File: src/rtl/gpio_regcore_pkg.sv
package gpio_regcore_pkg;

  // Address layout: addr[GRP_SHIFT+2:GRP_SHIFT] is the function code,
  // addr[GRP_SHIFT-1:0] the byte lane inside that function.
  localparam int GRP_SHIFT = 2;
  localparam int FN_W      = 3;
  localparam int BYTE_W    = 8;

  typedef enum logic [FN_W-1:0] {
    FN_IN   = 3'd0,
    FN_OUT  = 3'd1,
    FN_POL  = 3'd2,
    FN_DIR  = 3'd3,
    FN_PEN  = 3'd4,
    FN_PSEL = 3'd5,
    FN_DRV  = 3'd6,
    FN_CTL  = 3'd7
  } fn_e;

  localparam logic [BYTE_W-1:0] SWRST_KEY = 8'hA5;

endpackage

File: src/rtl/gpio_sync.sv
module gpio_sync #(
  parameter int W       = 1,
  parameter bit RST_VAL = 1'b0
) (
  input  logic         clk,
  input  logic         rst,
  input  logic [W-1:0] d,
  output logic [W-1:0] q
);

  logic [W-1:0] stage1_q;
  logic [W-1:0] stage2_q;

  always_ff @(posedge clk) begin
    if (rst) begin
      stage1_q <= {W{RST_VAL}};
      stage2_q <= {W{RST_VAL}};
    end else begin
      stage1_q <= d;
      stage2_q <= stage1_q;
    end
  end

  assign q = stage2_q;

endmodule

File: src/rtl/gpio_reset_ctl.sv
module gpio_reset_ctl (
  input  logic clk,
  input  logic por,
  input  logic rst_pin_n,
  input  logic swrst_req,
  output logic core_rst
);

  logic pin_n_sync;
  logic swrst_q;

  // The pin is asynchronous to clk; synchronize it and park it inactive on POR.
  gpio_sync #(
    .W       (1),
    .RST_VAL (1'b1)
  ) pin_sync_i (
    .clk (clk),
    .rst (por),
    .d   (rst_pin_n),
    .q   (pin_n_sync)
  );

  // The software request becomes a one-cycle reset pulse on the next edge.
  always_ff @(posedge clk) begin
    if (por) swrst_q <= 1'b0;
    else     swrst_q <= swrst_req;
  end

  assign core_rst = por | ~pin_n_sync | swrst_q;

endmodule

File: src/rtl/gpio_regfile.sv
module gpio_regfile
  import gpio_regcore_pkg::*;
#(
  parameter int NPINS  = 24,
  parameter int ADDR_W = 5
) (
  input  logic              clk,
  input  logic              rst,
  input  logic              wr_en,
  input  logic              rd_en,
  input  logic [ADDR_W-1:0] addr,
  input  logic [BYTE_W-1:0] wdata,
  input  logic [NPINS-1:0]  in_sync,
  output logic [BYTE_W-1:0] rdata,
  output logic              rvalid,
  output logic              swrst_req,
  output logic [NPINS-1:0]  out_q,
  output logic [NPINS-1:0]  dir_q,
  output logic [NPINS-1:0]  pen_q,
  output logic [NPINS-1:0]  psel_q,
  output logic [NPINS-1:0]  drv_q
);

  localparam int NBYTES = (NPINS + BYTE_W - 1) / BYTE_W;
  localparam int PADW   = NBYTES * BYTE_W;
  localparam int NCFG   = 6;
  localparam int LANE_W = GRP_SHIFT;

  logic [NCFG-1:0][NPINS-1:0] cfg_q;
  logic [NCFG-1:0][NPINS-1:0] cfg_nxt;

  fn_e               fn;
  logic [LANE_W-1:0] lane;
  logic              hi_ok;
  logic              lane_ok;
  logic [2:0]        cfg_idx;
  logic [PADW-1:0]   wr_wide;
  logic [PADW-1:0]   rd_wide;
  logic [NPINS-1:0]  rd_word;
  logic [NPINS-1:0]  in_port;
  logic [BYTE_W-1:0] rdata_nxt;

  // Address decode shared by the write and read paths.
  assign fn      = fn_e'(addr[GRP_SHIFT +: FN_W]);
  assign lane    = addr[LANE_W-1:0];
  assign hi_ok   = (addr >> (GRP_SHIFT + FN_W)) == '0;
  assign lane_ok = int'(lane) < NBYTES;
  assign cfg_idx = addr[GRP_SHIFT +: FN_W] - 3'd1;

  // Reported input value: synchronized pads with the polarity mask applied.
  assign in_port = in_sync ^ cfg_q[FN_POL - 1];

  // Write path: byte-lane merge into the addressed configuration word.
  always_comb begin
    cfg_nxt   = cfg_q;
    swrst_req = 1'b0;
    wr_wide   = '0;
    if (wr_en && hi_ok) begin
      if (fn == FN_CTL) begin
        if (lane == '0) swrst_req = (wdata == SWRST_KEY);
      end else if (fn != FN_IN && lane_ok) begin
        wr_wide = PADW'(cfg_q[cfg_idx]);
        wr_wide[{lane, 3'b000} +: BYTE_W] = wdata;
        cfg_nxt[cfg_idx] = wr_wide[NPINS-1:0];
      end
    end
  end

  // Read path: choose the addressed word, then the addressed lane.
  always_comb begin
    rd_word   = '0;
    rd_wide   = '0;
    rdata_nxt = '0;
    if (hi_ok && lane_ok) begin
      case (fn)
        FN_IN:   rd_word = in_port;
        FN_CTL:  rd_word = '0;
        default: rd_word = cfg_q[cfg_idx];
      endcase
      rd_wide   = PADW'(rd_word);
      rdata_nxt = rd_wide[{lane, 3'b000} +: BYTE_W];
    end
  end

  always_ff @(posedge clk) begin
    if (rst) begin
      cfg_q  <= '0;
      rdata  <= '0;
      rvalid <= 1'b0;
    end else begin
      cfg_q  <= cfg_nxt;
      rvalid <= rd_en;
      if (rd_en) rdata <= rdata_nxt;
    end
  end

  assign out_q  = cfg_q[FN_OUT  - 1];
  assign dir_q  = cfg_q[FN_DIR  - 1];
  assign pen_q  = cfg_q[FN_PEN  - 1];
  assign psel_q = cfg_q[FN_PSEL - 1];
  assign drv_q  = cfg_q[FN_DRV  - 1];

endmodule

File: src/rtl/gpio_pad_ctl.sv
module gpio_pad_ctl #(
  parameter int NPINS = 24
) (
  input  logic             clk,
  input  logic             rst,
  input  logic [NPINS-1:0] out_q,
  input  logic [NPINS-1:0] dir_q,
  input  logic [NPINS-1:0] pen_q,
  input  logic [NPINS-1:0] psel_q,
  input  logic [NPINS-1:0] drv_q,
  output logic [NPINS-1:0] pad_oe,
  output logic [NPINS-1:0] pad_out,
  output logic [NPINS-1:0] pad_pu_en,
  output logic [NPINS-1:0] pad_pd_en
);

  for (genvar p = 0; p < NPINS; p++) begin : g_pin
    logic oe_d;
    logic out_d;
    logic pu_d;
    logic pd_d;

    // Open-drain pins only ever pull low; a 1 releases the driver.
    always_comb begin
      if (drv_q[p]) begin
        oe_d  = dir_q[p] & ~out_q[p];
        out_d = 1'b0;
      end else begin
        oe_d  = dir_q[p];
        out_d = out_q[p];
      end
      pu_d = pen_q[p] &  psel_q[p];
      pd_d = pen_q[p] & ~psel_q[p];
    end

    always_ff @(posedge clk) begin
      if (rst) begin
        pad_oe[p]    <= 1'b0;
        pad_out[p]   <= 1'b0;
        pad_pu_en[p] <= 1'b0;
        pad_pd_en[p] <= 1'b0;
      end else begin
        pad_oe[p]    <= oe_d;
        pad_out[p]   <= out_d;
        pad_pu_en[p] <= pu_d;
        pad_pd_en[p] <= pd_d;
      end
    end
  end

endmodule

File: src/rtl/gpio_regcore.sv
module gpio_regcore
  import gpio_regcore_pkg::*;
#(
  parameter int NPINS  = 24,
  parameter int ADDR_W = 5
) (
  input  logic              clk,
  input  logic              rst,
  input  logic              rst_pin_n,
  input  logic              host_wr,
  input  logic              host_rd,
  input  logic [ADDR_W-1:0] host_addr,
  input  logic [7:0]        host_wdata,
  output logic [7:0]        host_rdata,
  output logic              host_rvalid,
  input  logic [NPINS-1:0]  pad_in,
  output logic [NPINS-1:0]  pad_oe,
  output logic [NPINS-1:0]  pad_out,
  output logic [NPINS-1:0]  pad_pu_en,
  output logic [NPINS-1:0]  pad_pd_en
);

  logic             core_rst;
  logic             swrst_req;
  logic [NPINS-1:0] in_sync;
  logic [NPINS-1:0] out_q;
  logic [NPINS-1:0] dir_q;
  logic [NPINS-1:0] pen_q;
  logic [NPINS-1:0] psel_q;
  logic [NPINS-1:0] drv_q;

  gpio_reset_ctl rst_ctl_i (
    .clk       (clk),
    .por       (rst),
    .rst_pin_n (rst_pin_n),
    .swrst_req (swrst_req),
    .core_rst  (core_rst)
  );

  gpio_sync #(
    .W       (NPINS),
    .RST_VAL (1'b0)
  ) in_sync_i (
    .clk (clk),
    .rst (core_rst),
    .d   (pad_in),
    .q   (in_sync)
  );

  gpio_regfile #(
    .NPINS  (NPINS),
    .ADDR_W (ADDR_W)
  ) regfile_i (
    .clk       (clk),
    .rst       (core_rst),
    .wr_en     (host_wr),
    .rd_en     (host_rd),
    .addr      (host_addr),
    .wdata     (host_wdata),
    .in_sync   (in_sync),
    .rdata     (host_rdata),
    .rvalid    (host_rvalid),
    .swrst_req (swrst_req),
    .out_q     (out_q),
    .dir_q     (dir_q),
    .pen_q     (pen_q),
    .psel_q    (psel_q),
    .drv_q     (drv_q)
  );

  gpio_pad_ctl #(
    .NPINS (NPINS)
  ) pad_ctl_i (
    .clk       (clk),
    .rst       (core_rst),
    .out_q     (out_q),
    .dir_q     (dir_q),
    .pen_q     (pen_q),
    .psel_q    (psel_q),
    .drv_q     (drv_q),
    .pad_oe    (pad_oe),
    .pad_out   (pad_out),
    .pad_pu_en (pad_pu_en),
    .pad_pd_en (pad_pd_en)
  );

endmodule

File: config.mk
export PLATFORM = sky130hd
export DESIGN_NAME = gpio_regcore
export DESIGN_NICKNAME = d
export VERILOG_FILES = /design/src/rtl/gpio_regcore_pkg.sv /design/src/rtl/gpio_sync.sv /design/src/rtl/gpio_reset_ctl.sv /design/src/rtl/gpio_regfile.sv /design/src/rtl/gpio_pad_ctl.sv /design/src/rtl/gpio_regcore.sv
export SDC_FILE = /design/constraint.sdc
export NUM_CORES = 1
export LEC_CHECK = 0
export ABC_CLOCK_PERIOD_IN_PS = 4500
export BUFFER_PORTS_ARGS = -buffer_cell sky130_fd_sc_hd__buf_2
export CORE_MARGIN = 4
export CORE_UTILIZATION = 45
export CTS_CLUSTER_DIAMETER = 200
export CTS_CLUSTER_SIZE = 24
export DETAILED_ROUTE_END_ITERATION = 12
export GPL_TIMING_DRIVEN = 1
export SLEW_MARGIN = 20
export SYNTH_ARGS = -nofsm -noshare
export SYNTH_HDL_FRONTEND = slang
export SYNTH_HIERARCHICAL = 1
export SYNTH_SLANG_ARGS = --single-unit
File: constraint.sdc
create_clock -name clk -period 4.5 [get_ports clk]
set_input_delay 1.35 -clock clk [delete_from_list [all_inputs] [get_ports clk]]
set_output_delay 1.35 -clock clk [all_outputs]
set_load 0.02 [all_outputs]
==> impl_metrics.json <==
{
  "synth_mux_area_share_pct": 5.979,
  "n_antenna_cell": 0,
  "syn-num-nets": 1315,
  "post-route-drc-count": 0,
  "status": "finished, final reports clean",
  "routed_wl_um": 34100,
  "clock_sinks": 300,
  "die_h_um": 177.4,
  "synth-seq-area-share_pct": 46.52,
  "clockRootBuffer": "clkbuf_16",
  "cts_tree": "yes",
  "synth_edf_count": 0,
  "first_global_vias": 8341,
  "ctsLongestPathBuffers": 3,
  "synth_top_family_by_area": "compound AO/OA/AOI/OAI gates",
  "p_leak_nw": 5.092,
  "layout_min_cycle_time_ns": 3.665,
  "core_area_um2": 28010,
  "placed_cell_area_um2": 13030,
  "hold_viol": 0,
  "grt_use_total_pct": 21.21,
  "startpoint": "host_addr[2]",
  "postCtsSetupBuffers": 0,
  "syn_area_um2": 12910,
  "tightest_slew_ns": 0.9070,
  "yosys.cell_types.count": 67,
  "path_class": "input pin to flip-flop",
  "synthSimpleGateAreaFrac_pct": 15.45,
  "rsz0062_at_grt": "no",
  "mostFrequentLayoutCells": "dfxtp_1 (300), nor2_1 (160), a211oi_1 (149)",
  "rows": 61,
  "synth_compound_area_share_pct": 17.86,
  "synth_fa_ha_area_share_pct": 0.7753,
  "syn2layout_area_growth_pct": 4.342,
  "drv_slew": 0,
  "grt_remaining_overflow": 0,
  "rr_startpoint": "rst_ctl_i/pin_sync_i/q$_SDFF_PP1_",
  "path_max_fanout": 40,
  "cts.hold.buffers_added": 0,
  "fin_setup_tns_ns": 0,
  "fp.dieW_um": 177.4,
  "dieArea_um2": 31470,
  "timing.fmax_mhz": 272.9,
  "via_per_inst": 5.537,
  "drv_cap": 0,
  "io_pins": 147,
  "io_buffers": 146,
  "grt_pass1_wl_um": 51940,
  "dp_hpwl_um": 24130,
  "cts.htree.levels": 1,
  "holdCritStartpoint": "rst_ctl_i/pin_sync_i/stage1_q$_SDFF_PP1_",
  "ys_ff_latch": 300,
  "path_clk_slew_ns": 0.10,
  "peakVddDrop_mv": 0.2202,
  "wl_per_cell_um": 20.98,
  "finalSetupViolCount": 0,
  "synthXorXnorAreaFrac_pct": 1.677,
  "antenna_found_initial": 0,
  "cp-end-kind": "flip-flop",
  "syn_area_per_cell_um2": 10.21,
  "crit_required_ns": 4.91,
  "power.density_nw_per_um2": 354.4,
  "fin_crit_sh_pct": 81.44,
  "gp_congestion": 0.8971,
  "dr.pass1.iters": 5,
  "cp-start-kind": "input pin",
  "fin_total_pwr_mw": 4.774,
  "start_util_pct": 46.09,
  "synth_area_leaders": "dfxtp_1 (47%), a211oi_1 (8.7%), buf_4 (7.3%), nor2_1 (4.8%), mux2i_1 (2.9%)",
  "grt_max_degree": 154,
  "skew_ns": 0.02259,
  "synth_top_area_cell": "dfxtp_1",
  "synth_top_area_share_pct": 46.52,
  "num-nets-final": 1297,
  "cts_buffers": 16,
  "final_common_cell": "dfxtp_1",
  "syn_inst": 1265,
  "ys.flop_type": "dfxtp_1",
  "antenna_left": 0,
  "final_cell_area_um2": 13470,
  "vias": 8998,
  "post_cts_resized": 0,
  "clkLatencyLatePin_ns": 0.51,
  "async_flop_share_pct": 0,
  "drt_iter0_drc": 923,
  "min_path_type": "flip-flop to flip-flop",
  "drive_gt1_share_pct": 22.61,
  "yosysWarnings": 6,
  "critical_path_arrival_ns": 4.08,
  "slew_headroom_pct": 39.17
}
==> cells by family (layout without fill, tap and decap cells) <==
group           Yosys count  after routing
mux                      61             61
fa+ha+maj                 8              8
buf+inv                 243            225
compound gates          274            274
xor+xnor                 23             23
flops                   300            300
simple gates            356            356
==> worst max-delay path, cell delays in order <==
cell	delay, ns
buf_4	0.12
buf_4	0.23
ha_1	0.29
mux2i_1	0.61
nand4b_1	0.31
nor2_2	0.53
buf_12	0.29
nor2_1	0.06
a211oi_1	0.25
==> through the flow <==
| step | hold WS [ns] | setup WS [ns] | utilization (%) | cells |
|---|---|---|---|---|
| detailed placement | 0.3940 | 0.4106 | 46.52 | 1607 |
| finish | 0.4138 | 0.8350 | 48.09 | 1625 |
| global route | 0.4497 | 0.6098 | 48.09 | 1625 |
| CTS | 0.4181 | 0.9131 | 48.09 | 1625 |
| floorplan | 0.3832 | 0.6306 | - | 1265 |
| global placement | 0.3852 | 0.4373 | 46.52 | 1607 |
==> cell usage after synthesis (all sizes together), types with 12 or more instances <==
master,count
nor2b,51
nand2,12
mux2,14
xnor2,13
inv,32
buf,175
mux2i,37
a211oi,174
nor3b,57
o21ai,13
clkbuf,35
and3b,24
nor2,166
nand3,15
dfxtp,300
a2bb2oi,20
==> layer usage <==
layer | vias up | wire [um] | GRT usage, %
li1 | 4336 | - | -
met1 | 4232 | 17200 | 34.21
met2 | 394 | 13210 | 28.58
met3 | 36 | 3043 | 4.325
met4 | 0 | 641 | 4.866
met5 | - | 0 | 0
==> sequential cells by signal, summed over array words and instances, names as in the netlist, 8 cells and up <==
register and count:
in_sync_i/q 24, in_sync_i/stage1_q 24, pad_ctl_i/pad_oe 24, pad_ctl_i/pad_out 24, pad_ctl_i/pad_pd_en 24, pad_ctl_i/pad_pu_en 24, regfile_i/cfg_q 24, regfile_i/dir_q 24
regfile_i/drv_q 24, regfile_i/out_q 24, regfile_i/pen_q 24, regfile_i/psel_q 24, regfile_i/rdata 8
==> path summary, 6_finish.rpt <==
path                            depth (start not counted)  slack, ns                           endpoint
worst max-delay path                                    9       0.84   regfile_i/cfg_q[34]$_SDFFE_PP0P_
worst min-delay path                                    1       0.41  rst_ctl_i/pin_sync_i/q$_SDFF_PP1_
worst max register to register                          6       2.20    regfile_i/rdata[5]$_SDFFE_PP0P_
worst min register to register                          1       0.41  rst_ctl_i/pin_sync_i/q$_SDFF_PP1_
==> where the power goes <==
part           internal (mW)  switching, mW  total [mW]
clock                  0.684          0.840        1.52
combinational          0.170          0.303       0.473
sequential              2.72         0.0558        2.78
total                   3.58           1.20        4.77
==> area by class of cell <==
type	instances	area (um2)
Multi-Input combinational cell	722	5409
Sequential cell	300	6006
Fill cell	2601	14540
Clock inverter	1	16.27
Clock buffer	17	425.4
Tap cell	378	473.0
Inverter	33	123.9
Timing Repair Buffer	174	1018
Power figures use the tool's default switching activity.
